## config.mk

```make
export PLATFORM = sky130hd
export DESIGN_NAME = chm_router
export DESIGN_NICKNAME = d
export VERILOG_FILES = /design/src/rtl/chm_router_pkg.sv /design/src/rtl/chm_cfg_regs.sv /design/src/rtl/chm_route_decode.sv /design/src/rtl/chm_fifo_gate.sv /design/src/rtl/chm_rx_reader.sv /design/src/rtl/chm_router.sv
export SDC_FILE = /design/constraint.sdc
export NUM_CORES = 1
export LEC_CHECK = 0
export BUFFER_PORTS_ARGS = -buffer_cell sky130_fd_sc_hd__buf_2
export CORE_ASPECT_RATIO = 0.8
export CORE_MARGIN = 10
export CORE_UTILIZATION = 40
export CTS_BUF_LIST = sky130_fd_sc_hd__clkbuf_8
export DETAILED_ROUTE_END_ITERATION = 16
export PLACE_DENSITY = 0.88
export REMOVE_ABC_BUFFERS = 1
export SLEW_MARGIN = 20
export SYNTH_ARGS = -nofsm -noshare
export SYNTH_HDL_FRONTEND = slang
export SYNTH_SLANG_ARGS = --single-unit
```

## constraint.sdc

```tcl
create_clock -name clk -period 3.3 [get_ports clk]
set_input_delay 0.33 -clock clk [delete_from_list [all_inputs] [get_ports clk]]
set_output_delay 0.33 -clock clk [all_outputs]
set_load 0.005 [all_outputs]
```

## src/rtl/chm_router_pkg.sv

```systemverilog
package chm_router_pkg;

   localparam int CTRL_W   = 9;
   localparam int MODE_W   = 10;
   localparam int MODE_LSB = 8;

   localparam int CB_RX_FLUSH = 0;
   localparam int CB_TX_FLUSH = 1;
   localparam int CB_RX_EN    = 2;
   localparam int CB_RX_DIS   = 3;
   localparam int CB_TX_EN    = 4;
   localparam int CB_TX_DIS   = 5;

   localparam logic [CTRL_W-1:0] CTRL_RST = 9'h128;
   localparam logic [MODE_W-1:0] MODE_RST = '0;

   typedef enum logic [1:0] {
      CHM_NORMAL    = 2'd0,
      CHM_ECHO      = 2'd1,
      CHM_LOCAL_LB  = 2'd2,
      CHM_REMOTE_LB = 2'd3
   } chan_mode_e;

   typedef struct packed {
      logic host_rx;
      logic host_tx;
      logic line_rx;
      logic line_tx;
   } route_t;

   localparam int PATH_RX = 0;
   localparam int PATH_TX = 1;
   localparam int NPATH   = 2;

endpackage

```

## src/rtl/chm_cfg_regs.sv

```systemverilog
module chm_cfg_regs
   import chm_router_pkg::*;
(
   input  logic              clk,
   input  logic              rst_n,
   input  logic              ctrl_we,
   input  logic [CTRL_W-1:0] ctrl_wdata,
   input  logic              mode_we,
   input  logic [MODE_W-1:0] mode_wdata,
   output logic [CTRL_W-1:0] ctrl_q,
   output logic [MODE_W-1:0] mode_q,
   output chan_mode_e        chan_mode,
   output logic              rx_path_en,
   output logic              tx_path_en,
   output logic              rx_flush,
   output logic              tx_flush
);

   localparam logic [CTRL_W-1:0] SELF_CLR_MASK =
      ~((CTRL_W'(1) << CB_RX_FLUSH) | (CTRL_W'(1) << CB_TX_FLUSH));

   always_ff @(posedge clk or negedge rst_n) begin
      if (!rst_n) begin
         ctrl_q <= CTRL_RST;
      end else if (ctrl_we) begin
         ctrl_q <= ctrl_wdata & SELF_CLR_MASK;
      end
   end

   always_ff @(posedge clk or negedge rst_n) begin
      if (!rst_n) begin
         mode_q <= MODE_RST;
      end else if (mode_we) begin
         mode_q <= mode_wdata;
      end
   end

   always_comb begin
      chan_mode  = chan_mode_e'(mode_q[MODE_LSB +: 2]);
      rx_path_en = ctrl_q[CB_RX_EN] & ~ctrl_q[CB_RX_DIS];
      tx_path_en = ctrl_q[CB_TX_EN] & ~ctrl_q[CB_TX_DIS];
      rx_flush   = ctrl_we & ctrl_wdata[CB_RX_FLUSH];
      tx_flush   = ctrl_we & ctrl_wdata[CB_TX_FLUSH];
   end

endmodule

```

## src/rtl/chm_route_decode.sv

```systemverilog
module chm_route_decode
   import chm_router_pkg::*;
(
   input  chan_mode_e chan_mode,
   output route_t     route
);

   always_comb begin
      route = '0;
      unique case (chan_mode)
         CHM_NORMAL: begin
            route.host_tx = 1'b1;
            route.line_rx = 1'b1;
         end
         CHM_ECHO: begin
            route.line_rx = 1'b1;
            route.line_tx = 1'b1;
         end
         CHM_LOCAL_LB: begin
            route.host_rx = 1'b1;
         end
         CHM_REMOTE_LB: begin
            route.line_tx = 1'b1;
         end
         default: route = '0;
      endcase
   end

endmodule

```

## src/rtl/chm_fifo_gate.sv

```systemverilog
module chm_fifo_gate #(
   parameter int DEPTH  = 64,
   parameter int DATA_W = 8,
   localparam int CNT_W = $clog2(DEPTH + 1)
) (
   input  logic              path_en,
   input  logic [CNT_W-1:0]  count,
   input  logic              host_req,
   input  logic [DATA_W-1:0] host_data,
   input  logic              line_req,
   input  logic [DATA_W-1:0] line_data,
   output logic              has_space,
   output logic              push,
   output logic [DATA_W-1:0] push_data,
   output logic              drop_full
);

   localparam logic [CNT_W-1:0] FULL_CNT = CNT_W'(DEPTH);

   logic req;

   always_comb begin
      has_space = (count < FULL_CNT);
      req       = host_req | line_req;
      push_data = host_req ? host_data : line_data;
      push      = path_en & req & has_space;
      drop_full = path_en & req & ~has_space;
   end

endmodule

```

## src/rtl/chm_rx_reader.sv

```systemverilog
module chm_rx_reader #(
   parameter int DEPTH  = 64,
   parameter int DATA_W = 8,
   localparam int CNT_W = $clog2(DEPTH + 1),
   localparam int AW    = $clog2(DEPTH)
) (
   input  logic              path_en,
   input  logic              host_rd,
   input  logic [CNT_W-1:0]  count,
   input  logic [AW-1:0]     wptr,
   input  logic [DATA_W-1:0] rd_data,
   output logic [AW-1:0]     rd_addr,
   output logic              pop,
   output logic [DATA_W-1:0] rdata
);

   localparam bit POW2 = ((DEPTH & (DEPTH - 1)) == 0);

   generate
      if (POW2) begin : g_pow2
         always_comb rd_addr = wptr - count[AW-1:0];
      end else begin : g_mod
         localparam int SW = CNT_W + 1;
         logic [SW-1:0] sum;
         always_comb begin
            sum = SW'(wptr) + SW'(DEPTH) - SW'(count);
            if (sum >= SW'(DEPTH)) begin
               sum = sum - SW'(DEPTH);
            end
            rd_addr = sum[AW-1:0];
         end
      end
   endgenerate

   logic avail;

   always_comb begin
      avail = path_en & (count != '0);
      pop   = host_rd & avail;
      rdata = avail ? rd_data : '0;
   end

endmodule

```

## src/rtl/chm_router.sv

```systemverilog
module chm_router
   import chm_router_pkg::*;
#(
   parameter int DEPTH  = 64,
   parameter int DATA_W = 8,
   localparam int CNT_W = $clog2(DEPTH + 1),
   localparam int AW    = $clog2(DEPTH)
) (
   input  logic              clk,
   input  logic              rst_n,
   input  logic              cfg_ctrl_we,
   input  logic [CTRL_W-1:0] cfg_ctrl_wdata,
   input  logic              cfg_mode_we,
   input  logic [MODE_W-1:0] cfg_mode_wdata,
   output logic [CTRL_W-1:0] ctrl_q,
   output logic [MODE_W-1:0] mode_q,
   input  logic              host_wr,
   input  logic [DATA_W-1:0] host_wdata,
   input  logic              host_rd,
   output logic [DATA_W-1:0] host_rdata,
   input  logic              line_valid,
   input  logic [DATA_W-1:0] line_data,
   output logic              line_ready,
   input  logic [CNT_W-1:0]  rx_count,
   input  logic [CNT_W-1:0]  tx_count,
   input  logic [AW-1:0]     rx_wptr,
   input  logic [DATA_W-1:0] rx_rd_data,
   output logic [AW-1:0]     rx_rd_addr,
   output logic              rx_push,
   output logic [DATA_W-1:0] rx_push_data,
   output logic              tx_push,
   output logic [DATA_W-1:0] tx_push_data,
   output logic              rx_pop,
   output logic              rx_flush,
   output logic              tx_flush,
   output logic              rx_overrun
);

   generate
      if (DEPTH < 2) begin : g_bad_depth
         $error("chm_router: DEPTH must be at least 2");
      end
      if (DATA_W < 1) begin : g_bad_width
         $error("chm_router: DATA_W must be at least 1");
      end
   endgenerate

   chan_mode_e chan_mode;
   route_t     route;
   logic       rx_path_en;
   logic       tx_path_en;

   chm_cfg_regs u_cfg (
      .clk        (clk),
      .rst_n      (rst_n),
      .ctrl_we    (cfg_ctrl_we),
      .ctrl_wdata (cfg_ctrl_wdata),
      .mode_we    (cfg_mode_we),
      .mode_wdata (cfg_mode_wdata),
      .ctrl_q     (ctrl_q),
      .mode_q     (mode_q),
      .chan_mode  (chan_mode),
      .rx_path_en (rx_path_en),
      .tx_path_en (tx_path_en),
      .rx_flush   (rx_flush),
      .tx_flush   (tx_flush)
   );

   chm_route_decode u_dec (
      .chan_mode (chan_mode),
      .route     (route)
   );

   logic [NPATH-1:0]             p_en;
   logic [NPATH-1:0][CNT_W-1:0]  p_count;
   logic [NPATH-1:0]             p_host_req;
   logic [NPATH-1:0]             p_line_req;
   logic [NPATH-1:0]             p_space;
   logic [NPATH-1:0]             p_push;
   logic [NPATH-1:0][DATA_W-1:0] p_data;
   logic [NPATH-1:0]             p_drop;
   logic [NPATH-1:0]             p_line_tgt;

   always_comb begin
      p_en[PATH_RX]       = rx_path_en;
      p_en[PATH_TX]       = tx_path_en;
      p_count[PATH_RX]    = rx_count;
      p_count[PATH_TX]    = tx_count;
      p_host_req[PATH_RX] = host_wr & route.host_rx;
      p_host_req[PATH_TX] = host_wr & route.host_tx;
      p_line_tgt[PATH_RX] = route.line_rx;
      p_line_tgt[PATH_TX] = route.line_tx;
      p_line_req          = {NPATH{line_valid}} & p_line_tgt;
   end

   generate
      for (genvar p = 0; p < NPATH; p++) begin : g_path
         chm_fifo_gate #(
            .DEPTH  (DEPTH),
            .DATA_W (DATA_W)
         ) u_gate (
            .path_en   (p_en[p]),
            .count     (p_count[p]),
            .host_req  (p_host_req[p]),
            .host_data (host_wdata),
            .line_req  (p_line_req[p]),
            .line_data (line_data),
            .has_space (p_space[p]),
            .push      (p_push[p]),
            .push_data (p_data[p]),
            .drop_full (p_drop[p])
         );
      end
   endgenerate

   always_comb begin
      rx_push      = p_push[PATH_RX];
      rx_push_data = p_data[PATH_RX];
      tx_push      = p_push[PATH_TX];
      tx_push_data = p_data[PATH_TX];
      line_ready   = &(~p_line_tgt | p_space);
   end

   chm_rx_reader #(
      .DEPTH  (DEPTH),
      .DATA_W (DATA_W)
   ) u_rd (
      .path_en (rx_path_en),
      .host_rd (host_rd),
      .count   (rx_count),
      .wptr    (rx_wptr),
      .rd_data (rx_rd_data),
      .rd_addr (rx_rd_addr),
      .pop     (rx_pop),
      .rdata   (host_rdata)
   );

   always_ff @(posedge clk or negedge rst_n) begin
      if (!rst_n) begin
         rx_overrun <= 1'b0;
      end else begin
         rx_overrun <= |p_drop;
      end
   end

endmodule

```

==> results by group <==
Timing
  • Min cycle time layout: 2053 ps
  • Slew headroom: 60.69%
  • Fmax: 487.2 MHz
  • Fin. Hold Viols: 15
  • Worst hold margin: -6.784 ps
  • Slew @ Worst Pin: 582.0 ps
  • Slew Viols, Final: 0
  • Tcrit/Tclk final: 62.20%
  • Setup_tns: 0 ps
  • Post-Route Skew: 1.909 ps
  • RSZ-0062 raised after global routing: false
  • # setup viols final: 0
  • Fin worst setup slack: about 1200 ps

Clock network
  • TritonCTS buffer count: 3
  • CTS tree: yes
  • Post_cts resized: 0
  • Post-CTS Setup Bufs: 0
  • CTS sink cnt: 18
  • H-tree depth: 1
  • Post-CTS Hold Fix Bufs: 0
  • Clock Tree Buf Depth: 2
  • CTS root buf: clkbuf_8
  • Clock latency at the later pin of the worst-skew pair: about 250 ps
  • Clk pin slew, worst setup/hold paths: approximately 70 ps

Die
  • Die Span Y: 70.33 um
  • Die area: just under 6000 um2
  • Starting Density: 41.34%
  • Row count: 18
  • Total I/O pin count: 126
  • Die extent in x: 82.91 um
  • Core area: 3063 um2

Synth
  • Syn avg cell area: 11.01 um2
  • Area fraction of the dominant cell type after synthesis: 29.64%
  • Post-Syn Area: 1266 um2
  • Seq cells post-synth: 18
  • Top_reg_cell synth: dfrtp_1
  • Sequential cell area fraction in the yosys report: ~36%
  • Synth area leaders: dfrtp_1 (30%), mux2_2 (28%), dfstp_2 (6.2%)
  • Asr flop ratio synth: 100.0%
  • Mapped Cells: 115
  • Netlist cell types: 34
  • Synth Warn #: 0
  • EDFF count, synth: 0
  • Synth area leader: dfrtp_1

Min path
  • HP Class: in -> async

Setup path
  • Nature of the critical path startpoint: flip-flop
  • Critical path endpoint category: output port
  • Crit Path Class: reg -> out
  • Worst path required time: 2970 ps
  • R2R cell count: 4
  • CP Max Fanout: 9
  • WP data arrival: 1720 ps

GRT
  • Initial antenna violation count: 0
  • Vias in the first global route: 1460
  • Pin count of the biggest net entering global routing: 19
  • First-pass GRT wire length: 6989 um
  • Grt ovf: 0
  • Total GRT Usage: 13.76%

Drt
  • ANT nets after route: 0
  • Via count: between 1000 and 1500
  • Vias per std cell: around 4.8
  • DRT Wirelength: 4425 um
  • Routed length per instance: 16.21 um
  • Drt pass-1 iters: 4
  • Drt drc: 0
  • Initial DRC Count: 29

Placed design
  • Post-DP HPWL: 3919 um
  • Placed cell areas: 1882 um2
  • Count of input and output buffers: 117
  • GPL Wtd Cong: approximately 0.85
  • Setup WS pre-CTS: 1386 ps
  • Placed Cells incl. Taps: approximately 270

Pwr
  • Leakage power: 1.062 nW
  • Pwr Density: 341.1 nW/um2
  • VDD IR max: approximately 0.29 mV

Outcome
  • Failing checks: negative hold slack
  • Status: finished, violations left

Layout
  • Post-layout util: a little over three fifths
  • Diodes inserted: 0
  • Layout Nets: 310
  • Share of layout cells above drive strength 1: 69.10%
  • Commonest non-fill, non-tap cell in the layout: buf_2
  • Design Area, Final: 1937 um2
  • Filler Cell Count: 279
  • Fin cells: 273
  • Most frequent cells in the layout: buf_2 (117), mux2_2 (32), dfrtp_1 (15)
  • Synth-to-Final Area Change: 52.96%

Run
  • Max-Cap Viols: 0
cells in the mapped netlist, drive strengths merged, types with 2 or more instances:
cell,number
mux2,32
dfrtp,15
and2,12
inv,10
ha,5
a21oi,4
buf,3
dfstp,3
nand2,3
o21ai,3
nor2b,2
nor3,2
nor3b,2
xnor2,2
report_power, final:
group	total [mW]	internal (mW)	switching, mW
logic	0.227	0.127	0.0994
registers	0.260	0.245	0.0152
clock network	0.174	0.106	0.0679
registers in the layout, summed over array words and instances (netlist names):
name	cells
u_cfg.mode_q	10
u_cfg.ctrl_q	7
rx_overrun	1
critical path, stage by stage (launching register included):
cell	delay, ps
dfrtp_1	460
nor3b_4	470
mux2_2	400
buf_2	130
final timing paths:
check | from | end | slack (ps)
min in group clk | cfg_mode_wdata[9] | u_cfg.mode_q[9]$_DFFE_PN0P_ | 310
worst min-delay path | rst_n | u_cfg.mode_q[2]$_DFFE_PN0P_ | -7
worst min register to register | u_cfg.ctrl_q[6]$_DFFE_PN0P_ | u_cfg.ctrl_q[6]$_DFFE_PN0P_ | 500
max in group asynchronous | rst_n | u_cfg.ctrl_q[3]$_DFFE_PN1P_ | 2990
worst max register to register | u_cfg.mode_q[8]$_DFFE_PN0P_ | rx_overrun$_DFF_PN0_ | 1900
worst max-delay path | u_cfg.mode_q[8]$_DFFE_PN0P_ | tx_push_data[5] | 1250
logic make-up (layout without fill, tap and decap cells):
kind of cell / Yosys count / after routing / share of synthesized area, %
AO/OA/AOI/OAI: 15 / 15 / 8.104
adder cells (fa/ha/maj): 6 / 6 / 6.522
multiplexers: 32 / 32 / 28.46
AND/OR/NAND/NOR: 26 / 26 / 13.83
other: 1 / 2 / 0.2962
flip-flops: 18 / 18 / 35.87
buffers and inverters: 14 / 131 / 4.841
XOR/XNOR: 3 / 3 / 2.075
area by class of cell:
class                   instances  area [um2]  share of cell area [%]
flip-flops and latches         18       454.2                   23.45
repair buffers                117       585.6                   30.23
clock buffers                   4       55.05                   2.842
well taps                      40       50.05                   2.584
multi-input cells              84       754.5                   38.95
inverters                      10       37.54                   1.938
layer usage:
metal / up-vias / track usage [%] / wire length (um)
met2: 70 / 24.40 / 2151
met3: 4 / 6.489 / 532
met5: - / 0 / 0
li1: 634 / - / -
met1: 601 / 14.68 / 1713
met4: 0 / 2.453 / 28
through the flow:
| step | power [mW] | hold slack (ps) |
|---|---|---|
| global placement | 0.4862 | 272.4 |
| finish | 0.6606 | -6.784 |
| global route | 0.7034 | 11.54 |
| floorplan | 0.3660 | 34.41 |
| CTS | 0.6652 | 4.254 |
| detailed placement | 0.4936 | 267.3 |
(Power assumes the default switching activity.)
